$ cat src/rtl/dp_alu_pkg.sv
package dp_alu_pkg;
  typedef enum logic [3:0] {
    OP_AND = 4'h0, OP_XOR = 4'h1, OP_SUB = 4'h2, OP_RSB = 4'h3,
    OP_ADD = 4'h4, OP_ADC = 4'h5, OP_SBC = 4'h6, OP_RSC = 4'h7,
    OP_TST = 4'h8, OP_TEQ = 4'h9, OP_CMP = 4'hA, OP_CMN = 4'hB,
    OP_ORR = 4'hC, OP_MOV = 4'hD, OP_BIC = 4'hE, OP_MVN = 4'hF
  } alu_op_e;

  typedef enum logic [1:0] {
    CLS_LOGIC = 2'd0,
    CLS_ADD   = 2'd1,
    CLS_SUB   = 2'd2,
    CLS_RSB   = 2'd3
  } alu_cls_e;

  localparam int FLG_N = 3;
  localparam int FLG_Z = 2;
  localparam int FLG_C = 1;
  localparam int FLG_V = 0;
  localparam int FLG_W = 4;
endpackage

$ cat src/rtl/dp_alu_decode.sv
module dp_alu_decode
  import dp_alu_pkg::*;
(
  input  logic [3:0] op_i,
  output alu_cls_e   cls_o,
  output logic       flag_only_o,
  output logic       use_carry_o
);
  always_comb begin
    unique case (alu_op_e'(op_i))
      OP_ADD, OP_ADC, OP_CMN: cls_o = CLS_ADD;
      OP_SUB, OP_SBC, OP_CMP: cls_o = CLS_SUB;
      OP_RSB, OP_RSC:         cls_o = CLS_RSB;
      default:                cls_o = CLS_LOGIC;
    endcase
  end

  assign flag_only_o = (op_i[3:2] == 2'b10);
  assign use_carry_o = (alu_op_e'(op_i) == OP_ADC) || (alu_op_e'(op_i) == OP_SBC) ||
                       (alu_op_e'(op_i) == OP_RSC);
endmodule

$ cat src/rtl/dp_alu_core.sv
module dp_alu_core
  import dp_alu_pkg::*;
#(
  parameter int WIDTH = 32
) (
  input  logic [3:0]       op_i,
  input  alu_cls_e         cls_i,
  input  logic             use_carry_i,
  input  logic             carry_i,
  input  logic [WIDTH-1:0] a_i,
  input  logic [WIDTH-1:0] b_i,
  output logic [WIDTH-1:0] res_o,
  output logic             cout_o,
  output logic             ovf_o
);
  localparam int MSB = WIDTH - 1;

  logic [WIDTH-1:0] x, y, logic_res;
  logic             cin;
  logic [WIDTH:0]   sum;

  always_comb begin
    x   = a_i;
    y   = b_i;
    cin = 1'b0;
    unique case (cls_i)
      CLS_ADD: begin
        x = a_i; y = b_i;  cin = use_carry_i ? carry_i : 1'b0;
      end
      CLS_SUB: begin
        x = a_i; y = ~b_i; cin = use_carry_i ? carry_i : 1'b1;
      end
      CLS_RSB: begin
        x = b_i; y = ~a_i; cin = use_carry_i ? carry_i : 1'b1;
      end
      default: ;
    endcase
  end

  assign sum = {1'b0, x} + {1'b0, y} + {{WIDTH{1'b0}}, cin};

  always_comb begin
    unique case (alu_op_e'(op_i))
      OP_AND, OP_TST: logic_res = a_i & b_i;
      OP_XOR, OP_TEQ: logic_res = a_i ^ b_i;
      OP_ORR:         logic_res = a_i | b_i;
      OP_MOV:         logic_res = b_i;
      OP_BIC:         logic_res = a_i & ~b_i;
      default:        logic_res = ~b_i;
    endcase
  end

  assign res_o  = (cls_i == CLS_LOGIC) ? logic_res : sum[WIDTH-1:0];
  assign cout_o = sum[WIDTH];
  assign ovf_o  = (x[MSB] == y[MSB]) && (sum[MSB] != x[MSB]);
endmodule

$ cat src/rtl/dp_alu_flags.sv
module dp_alu_flags
  import dp_alu_pkg::*;
#(
  parameter int WIDTH = 32
) (
  input  alu_cls_e         cls_i,
  input  logic             update_i,
  input  logic [WIDTH-1:0] res_i,
  input  logic             cout_i,
  input  logic             ovf_i,
  input  logic             shift_carry_i,
  input  logic [FLG_W-1:0] flags_i,
  output logic [FLG_W-1:0] flags_o
);
  always_comb begin
    flags_o = flags_i;
    if (update_i) begin
      flags_o[FLG_N] = res_i[WIDTH-1];
      flags_o[FLG_Z] = (res_i == '0);
      if (cls_i == CLS_LOGIC) begin
        flags_o[FLG_C] = shift_carry_i;
      end else begin
        flags_o[FLG_C] = cout_i;
        flags_o[FLG_V] = ovf_i;
      end
    end
  end
endmodule

$ cat src/rtl/dp_alu.sv
module dp_alu
  import dp_alu_pkg::*;
#(
  parameter int WIDTH = 32
) (
  input  logic             clk,
  input  logic             rst,
  input  logic [3:0]       op_i,
  input  logic [WIDTH-1:0] opa_i,
  input  logic [WIDTH-1:0] opb_i,
  input  logic [3:0]       flags_i,
  input  logic             shift_carry_i,
  input  logic             set_flags_i,
  output logic [WIDTH-1:0] result_o,
  output logic             wr_en_o,
  output logic [3:0]       flags_o
);
  alu_cls_e         cls;
  logic             flag_only, use_carry, cout, ovf, update;
  logic [WIDTH-1:0] res_d;
  logic [FLG_W-1:0] flags_d;

  dp_alu_decode u_dec (
    .op_i(op_i), .cls_o(cls), .flag_only_o(flag_only), .use_carry_o(use_carry)
  );

  dp_alu_core #(.WIDTH(WIDTH)) u_core (
    .op_i(op_i), .cls_i(cls), .use_carry_i(use_carry), .carry_i(flags_i[FLG_C]),
    .a_i(opa_i), .b_i(opb_i), .res_o(res_d), .cout_o(cout), .ovf_o(ovf)
  );

  assign update = set_flags_i || flag_only;

  dp_alu_flags #(.WIDTH(WIDTH)) u_flags (
    .cls_i(cls), .update_i(update), .res_i(res_d), .cout_i(cout), .ovf_i(ovf),
    .shift_carry_i(shift_carry_i), .flags_i(flags_i), .flags_o(flags_d)
  );

  always_ff @(posedge clk) begin
    if (rst) begin
      result_o <= '0;
      wr_en_o  <= 1'b0;
      flags_o  <= '0;
    end else begin
      result_o <= res_d;
      wr_en_o  <= !flag_only;
      flags_o  <= flags_d;
    end
  end

  // compare/test never writes a register
  assert_no_write_on_compare_R4: assert property (@(posedge clk) disable iff (rst)
    (op_i[3:2] == 2'b10) |=> !wr_en_o);

  // flags hold without an update request
  assert_flags_hold_R10: assert property (@(posedge clk) disable iff (rst)
    (!set_flags_i && op_i[3:2] != 2'b10) |=> (flags_o == $past(flags_i)));

  // updated N and Z track the registered result
  assert_nz_match_R6: assert property (@(posedge clk) disable iff (rst)
    update |=> (flags_o[FLG_Z] == (result_o == '0)) && (flags_o[FLG_N] == result_o[WIDTH-1]));

  // logical-class update keeps V
  assert_logic_keeps_v_R9: assert property (@(posedge clk) disable iff (rst)
    (update && cls == CLS_LOGIC) |=> (flags_o[FLG_V] == $past(flags_i[FLG_V])));
endmodule

$ cat config.mk
export PLATFORM = sky130hd
export DESIGN_NAME = dp_alu
export DESIGN_NICKNAME = d
export VERILOG_FILES = /design/src/rtl/dp_alu_pkg.sv /design/src/rtl/dp_alu_decode.sv /design/src/rtl/dp_alu_core.sv /design/src/rtl/dp_alu_flags.sv /design/src/rtl/dp_alu.sv
export SDC_FILE = /design/constraint.sdc
export NUM_CORES = 1
export LEC_CHECK = 0
export BUFFER_PORTS_ARGS = -buffer_cell sky130_fd_sc_hd__buf_4
export CAP_MARGIN = 40
export CORE_MARGIN = 2
export CORE_UTILIZATION = 63
export DETAILED_ROUTE_END_ITERATION = 10
export GPL_TIMING_DRIVEN = 0
export PLACE_DENSITY = 0.89
export SLEW_MARGIN = 20
export SYNTH_ARGS = -nofsm -noshare
export SYNTH_HDL_FRONTEND = slang
export SYNTH_HIERARCHICAL = 1
export SYNTH_SLANG_ARGS = --single-unit
export TNS_END_PERCENT = 20
$ cat constraint.sdc
create_clock -name clk -period 12.54 [get_ports clk]
set_input_delay 0 -clock clk [delete_from_list [all_inputs] [get_ports clk]]
set_output_delay 0 -clock clk [all_outputs]
set_load 0.01 [all_outputs]
; ---- Yosys cells after proc, flatten, opt, wreduce, memory -nomap -nowiden
; Memories as Yosys holds them, arrays and structs flattened.
; Cells that the tools add are included.
[op_classes]
mux = 10
reduce_logical = 11
n_addsub = 2
bitwise_logic = 6
eq_ne = 15
[ops]
columns = operator, count
row1 = 32-bit one-hot mux with 5 select lines, 1
row2 = 32-bit bitwise AND, 2
row3 = 32-bit two-way mux, 2
row4 = 32-bit inverter, 2
row5 = 32-bit one-hot mux with 2 select lines, 1
row6 = 32-bit by 32-bit adder with 33-bit output, 1
row7 = 33-bit by 1-bit adder with 33-bit output, 1
row8 = 32-bit zero test, 1
row9 = 32-bit bitwise OR, 1
row10 = 32-bit bitwise XOR, 1
row11 = 4-bit equality test (second input constant), 5
row12 = 4-bit by 3-bit equality test with 1-bit output (second input constant), 3
row13 = 2-bit equality test (second input constant), 3
row14 = 2-bit OR reduction, 3
row15 = 4-bit by 1-bit equality test with 1-bit output (second input constant), 1
row16 = 4-bit zero test, 1
row17 = 1-bit two-way mux, 4
row18 = 4-bit two-way mux, 1
row19 = 1-bit logical OR, 3
row20 = 2-bit by 1-bit equality test with 1-bit output (second input constant), 1
row21 = 2-bit zero test, 1
row22 = 1-bit one-hot mux with 2 select lines, 1
row23 = 1-bit equality test, 1
row24 = 1-bit logical AND, 1
row25 = other kinds (2), 2
[word_totals]
in_bits = 76
mem_count = 1
rom_bits = 32
elab_cells = 48
reg_bits = 37
out_inout_bits = 37
[memory_table]
columns = memory, depth, word_bits, rd, rd_clocked_by_memory_dff, wr, line
row1 = (no name shown), 16, 2, 1, 0, 0, dp_alu_decode.sv:10  ; unique case (alu_op_e'(op_i))

; ---- Logic depth before layout (Yosys ltp)
[logic_depth]
ltp_word = 10
mapped_depth = 22

; ---- Modules after synthesis
; Netlist, hierarchy kept.
[by_module_without_submodules]
columns = mod, cells_per_inst, n_inst, seq_area_each_um2, area_per_inst_um2
row1 = dp_alu_core, 839, 1, 0.0, 4963.5
row2 = dp_alu, 78, 1, 740.7, 1027.2
row3 = dp_alu_flags, 20, 1, 0.0, 143.9
row4 = dp_alu_decode, 7, 1, 0.0, 46.3

; ---- Least setup slack after synthesis
; OpenSTA, ideal clock, no wires.
[synth_path]
path_type = input -> register
startpoint = in op_i[1]
endpoint = reg flags_o[2]
required_time_ns = 12.483
arrival_time_ns = 3.867
stages = 20
path_slack_ns = 8.616
path_cell_list = mux2i_1 -> a21oi_1 -> clkbuf_1 -> nand2_1 -> clkbuf_1 -> clkbuf_1 -> o21ai_0 -> ha_1 -> nor2b_1 -> o31a_1 -> o31a_1 -> a211oi_2 -> a31oi_2 -> a211oi_4 -> xnor2_1 -> a22oi_2 -> nor4_1 -> nand4_1 -> o31ai_2 -> and2b_2
[synth_via]
elab_cells_between_ends = 31
[synth_rtl]
columns = item, line
row1 = start: declaration, dp_alu.sv:8  ; input logic [3:0] op_i,
row2 = memory read 16 x 2 bit (*), -
row3 = net cls[0], dp_alu.sv:18  ; alu_cls_e cls;
row4 = 2-bit equality test, dp_alu_core.sv:26  ; unique case (cls_i)
row5 = "32-bit one-hot mux with 2 select lines, or another cell as far along", dp_alu_core.sv:26
row6 = 32-bit by 32-bit adder with 33-bit output / 1-bit one-hot mux with 2 select lines (equally long branches), "dp_alu_core.sv:40, dp_alu_core.sv:26"
row7 = 33-bit by 1-bit adder with 33-bit output, dp_alu_core.sv:40  ; assign sum = {1'b0, x} + {1'b0, y} + {{WIDTH{1'b0}}, cin};
row8 = 32-bit two-way mux (*), dp_alu_core.sv:53  ; assign res_o = (cls_i == CLS_LOGIC) ? logic_res : sum[WIDTH-1:0];
row9 = net res_d[31], dp_alu.sv:20  ; logic [WIDTH-1:0] res_d;
row10 = 32-bit zero test (*), dp_alu_flags.sv:19  ; flags_o[FLG_Z] = (res_i == '0);
row11 = 4-bit two-way mux (*), dp_alu_flags.sv:17  ; if (update_i) begin
row12 = net flags_d[2], dp_alu.sv:21  ; logic [FLG_W-1:0] flags_d;
row13 = end signal: assignment, dp_alu.sv:47  ; flags_o <= flags_d;
row14 = end: declaration, dp_alu.sv:16  ; output logic [3:0] flags_o
; Mark *: on every way through the listed nets, which the timed path passes. The rest lies on a longest branch.
; A chain may end at the register's enable or synchronous reset.

; ---- Worst setup path in the final report
; Same ends and word-level chain as after synthesis.

==> key figures <==
Setup path
  – CP arrival: 5.69 ns
  – CP bufs+invs: 4
  – Critical path depth in cells: 21
  – CP Data Required Time: 12.78 ns
  – Worst Setup SP: op_i[1]
  – Setup crit end: flags_o[2]$_SDFF_PP0_
  – Max incr delay on CP: 0.69 ns
  – Max Fanout on Critical Path: 10
  – Crit path capture type: flip-flop
  – CP max-delay cell: a31oi_1
  – Crit path kind: in2reg
  – CP cell instances: buf_4, mux2i_1, a21oi_1, clkbuf_1, nand2_1, clkbuf_1, clkbuf_1, o21ai_0, ha_1, nor2b_1, o31a_1, o21a_2, nor2_1, a31oi_1, a31oi_1, nor4b_1, o21ai_1, nor4_1, nand4_1, o31ai_2, and2b_2
  – Worst path most repeated cell: clkbuf_1
  – CP Launch Type: input port
  – CP top delay family: compound AO/OA/AOI/OAI gates

Timing
  – Tmin final: 5.45 ns
  – Accumulated negative setup slack: 0 ns
  – Final setup margin: 7.09 ns
  – Slew @ Worst Pin: 0.879 ns
  – Slew margin rel.: 41.1%
  – RSZ-0062 raised after global routing: no
  – Fmax: 183 MHz
  – Max Slew Vio Count: 0
  – Final hold vios: 0
  – Setup violators final: 0
  – Final worst-path cycle share: 43.5%

Placed design
  – IO Port Bufs: 112
  – Area after DPL: 7190 sq um
  – Place WS: 6.98 ns
  – DP HPWL: 17900 microns
  – Placer congestion estimate: 1.05

Finish
  – Layout cells sized above 1: 13.9%
  – Synth-to-layout area growth: 18.3%
  – Fin area: 7310 sq um
  – Antenna cells: 0
  – Nets: 1206
  – Layout Utilization: 75.9%

Global routing
  – Global-route wire length before repair: 35900 microns
  – Total GRT Usage: 43.9%
  – Initial antenna violation count: 1
  – Gr ovfl total: 0
  – Vias in the first global route: 6915
  – Largest net degree at the start of global routing: 12

Clock tree
  – Reg clk slew, reported paths: 0.07 ns
  – Clk sinks: 37
  – CTS H-tree lvls: 2
  – Setup bufs post-CTS: 0
  – Post-CTS Resized: 0
  – CTS buffer count: 5
  – Hold buffers post-CTS: 0
  – CTS tree: built
  – Clock Path Buffers: 2
  – CTS root buf: clkbuf_8

Logic synthesis
  – Seq/Total Area, Yosys: 12.0%
  – Top post-synthesis cells by area: ha_1 13%, dfxtp_1 12%, o21ai_0 10%, a21oi_1 8.5%, nand2_1 6.8%
  – YS warnings: 6
  – Synth cell types: 64
  – Synthesized flop and latch total: 37
  – Async set or reset register ratio after synthesis: 0%
  – Synth Instances: 944
  – Area share of the largest cell type after synthesis: 12.8%
  – Syn_area_per_cell: 6.55 sq um
  – Syn_nets: 1085
  – Yosys top cell by area: ha_1
  – EDFF count, synth: 0
  – Main synth FF type: dfxtp_1
  – Area of the mapped netlist: 6180 sq um

Floorplanning
  – Die area: 10600 sq um
  – Die W: 103 microns
  – I/O pin cnt: 113
  – Starting density of the core: 64.1%
  – Core Area: 9640 sq um
  – Die H: 103 microns
  – # rows: 36

Power
  – Max VDD drop: 0.0730 mV
  – Static leakage: 3.31 nW
  – Power Density: 96.1 nW/um^2

Detailed routing
  – Remaining DRCs: 0
  – DR vias: 7794
  – Vias per cell: 6.50
  – 1st-iter DRT viols: 1033
  – Routed len/inst: 19.5 microns
  – Router iterations before antenna repair: 6
  – Routed WL: 23400 microns
  – Post-DRT Antenna Nets: 0

Flow run
  – Max Cap Viol: 0

Status
  – Status: finished, final reports clean

Worst hold path
  – HP Class: in2reg
logic make-up (layout without fill, tap and decap cells):
group / after synthesis / in the layout / share of synthesized area (%)
multiplexers: 8 / 8 / 1.36
AND/OR/NAND/NOR: 277 / 277 / 21.9
AO/OA/AOI/OAI: 395 / 395 / 39.0
buffers and inverters: 136 / 258 / 8.66
flip-flops: 37 / 37 / 12.0
adder cells (fa/ha/maj): 65 / 65 / 13.4
XOR/XNOR: 26 / 26 / 3.68
cell type report:
type                            instances  area, sq um
Sequential cell                        37          741
Tap cell                              133          166
Inverter                               71          267
Buffer                                 65          269
Fill cell                             842         2320
Clock inverter                          1         30.0
Clock buffer                            7         86.3
Multi-Input combinational cell        771         4900
Timing Repair Buffer                  114          851
routing by layer:
metal  vias to the layer above  GRT usage (%)  wire (microns)
met1                      3405           58.6            8890
li1                       3637              -               -
met2                       633           64.1            9600
met4                         2           20.0            1130
met3                       117           13.4            3760
met5                         -           4.81              19
sequential cells by signal (all words and copies together), names as in the netlist:
signal,count
flags_o,4
result_o,32
wr_en_o,1
how the worst min path moves through the flow:
stage | startpoint | end | cells past startpoint
floorplan | rst | wr_en_o$_SDFF_PP0_ | 2
global placement | flags_i[2] | flags_o[2]$_SDFF_PP0_ | 4
detailed placement | flags_i[0] | flags_o[0]$_SDFF_PP0_ | 3
CTS | flags_i[0] | flags_o[0]$_SDFF_PP0_ | 3
global route | flags_i[0] | flags_o[0]$_SDFF_PP0_ | 3
finish | flags_i[0] | flags_o[0]$_SDFF_PP0_ | 3
layout by cell type, fill, tap and decap left out, types with 15 or more instances in the layout:
master / n
o21ai_0: 126
nor2_1: 42
inv_1: 70
a21oi_1: 105
dfxtp_1: 37
nand3_1: 15
nor2b_1: 53
o211ai_1: 33
nand2_1: 112
ha_1: 63
a211oi_1: 21
o22ai_1: 16
buf_4: 112
a21o_1: 20
clkbuf_1: 55
cell usage after synthesis, types with 11 or more instances:
library cell	instances
nor3_1	11
nand3_1	15
clkbuf_1	54
ha_1	63
inv_1	70
nor2b_1	53
xor2_1	14
xnor2_1	12
nand2_1	112
o22ai_1	16
a21o_1	20
o21ai_1	13
a211oi_1	21
dfxtp_1	37
o21ai_0	126
nor2_1	42
o211ai_1	33
a21oi_1	105
metrics by stage:
stage                     std cells  total power, mW  hold WS, ns
after detailed placement       1190            0.576        0.356
after CTS                      1198            0.683       0.0586
after floorplan                 944            0.425        0.185
final                          1199            0.703       0.0611
after global placement         1189            0.569        0.352
after global routing           1199            0.745       0.0698
worst min-delay path: cells and delay by family:
kind                   cells  cell delay [ns]
buffers and inverters      1             0.07
muxes                      1             0.12
and+or+nand+nor            1             0.12
report_power, final:
part / switching, mW / internal (mW) / total (mW)
Sequential: 0.00577 / 0.137 / 0.143
Combinational: 0.278 / 0.177 / 0.454
Clock: 0.0405 / 0.0648 / 0.105
Power figures use the tool's default switching activity.
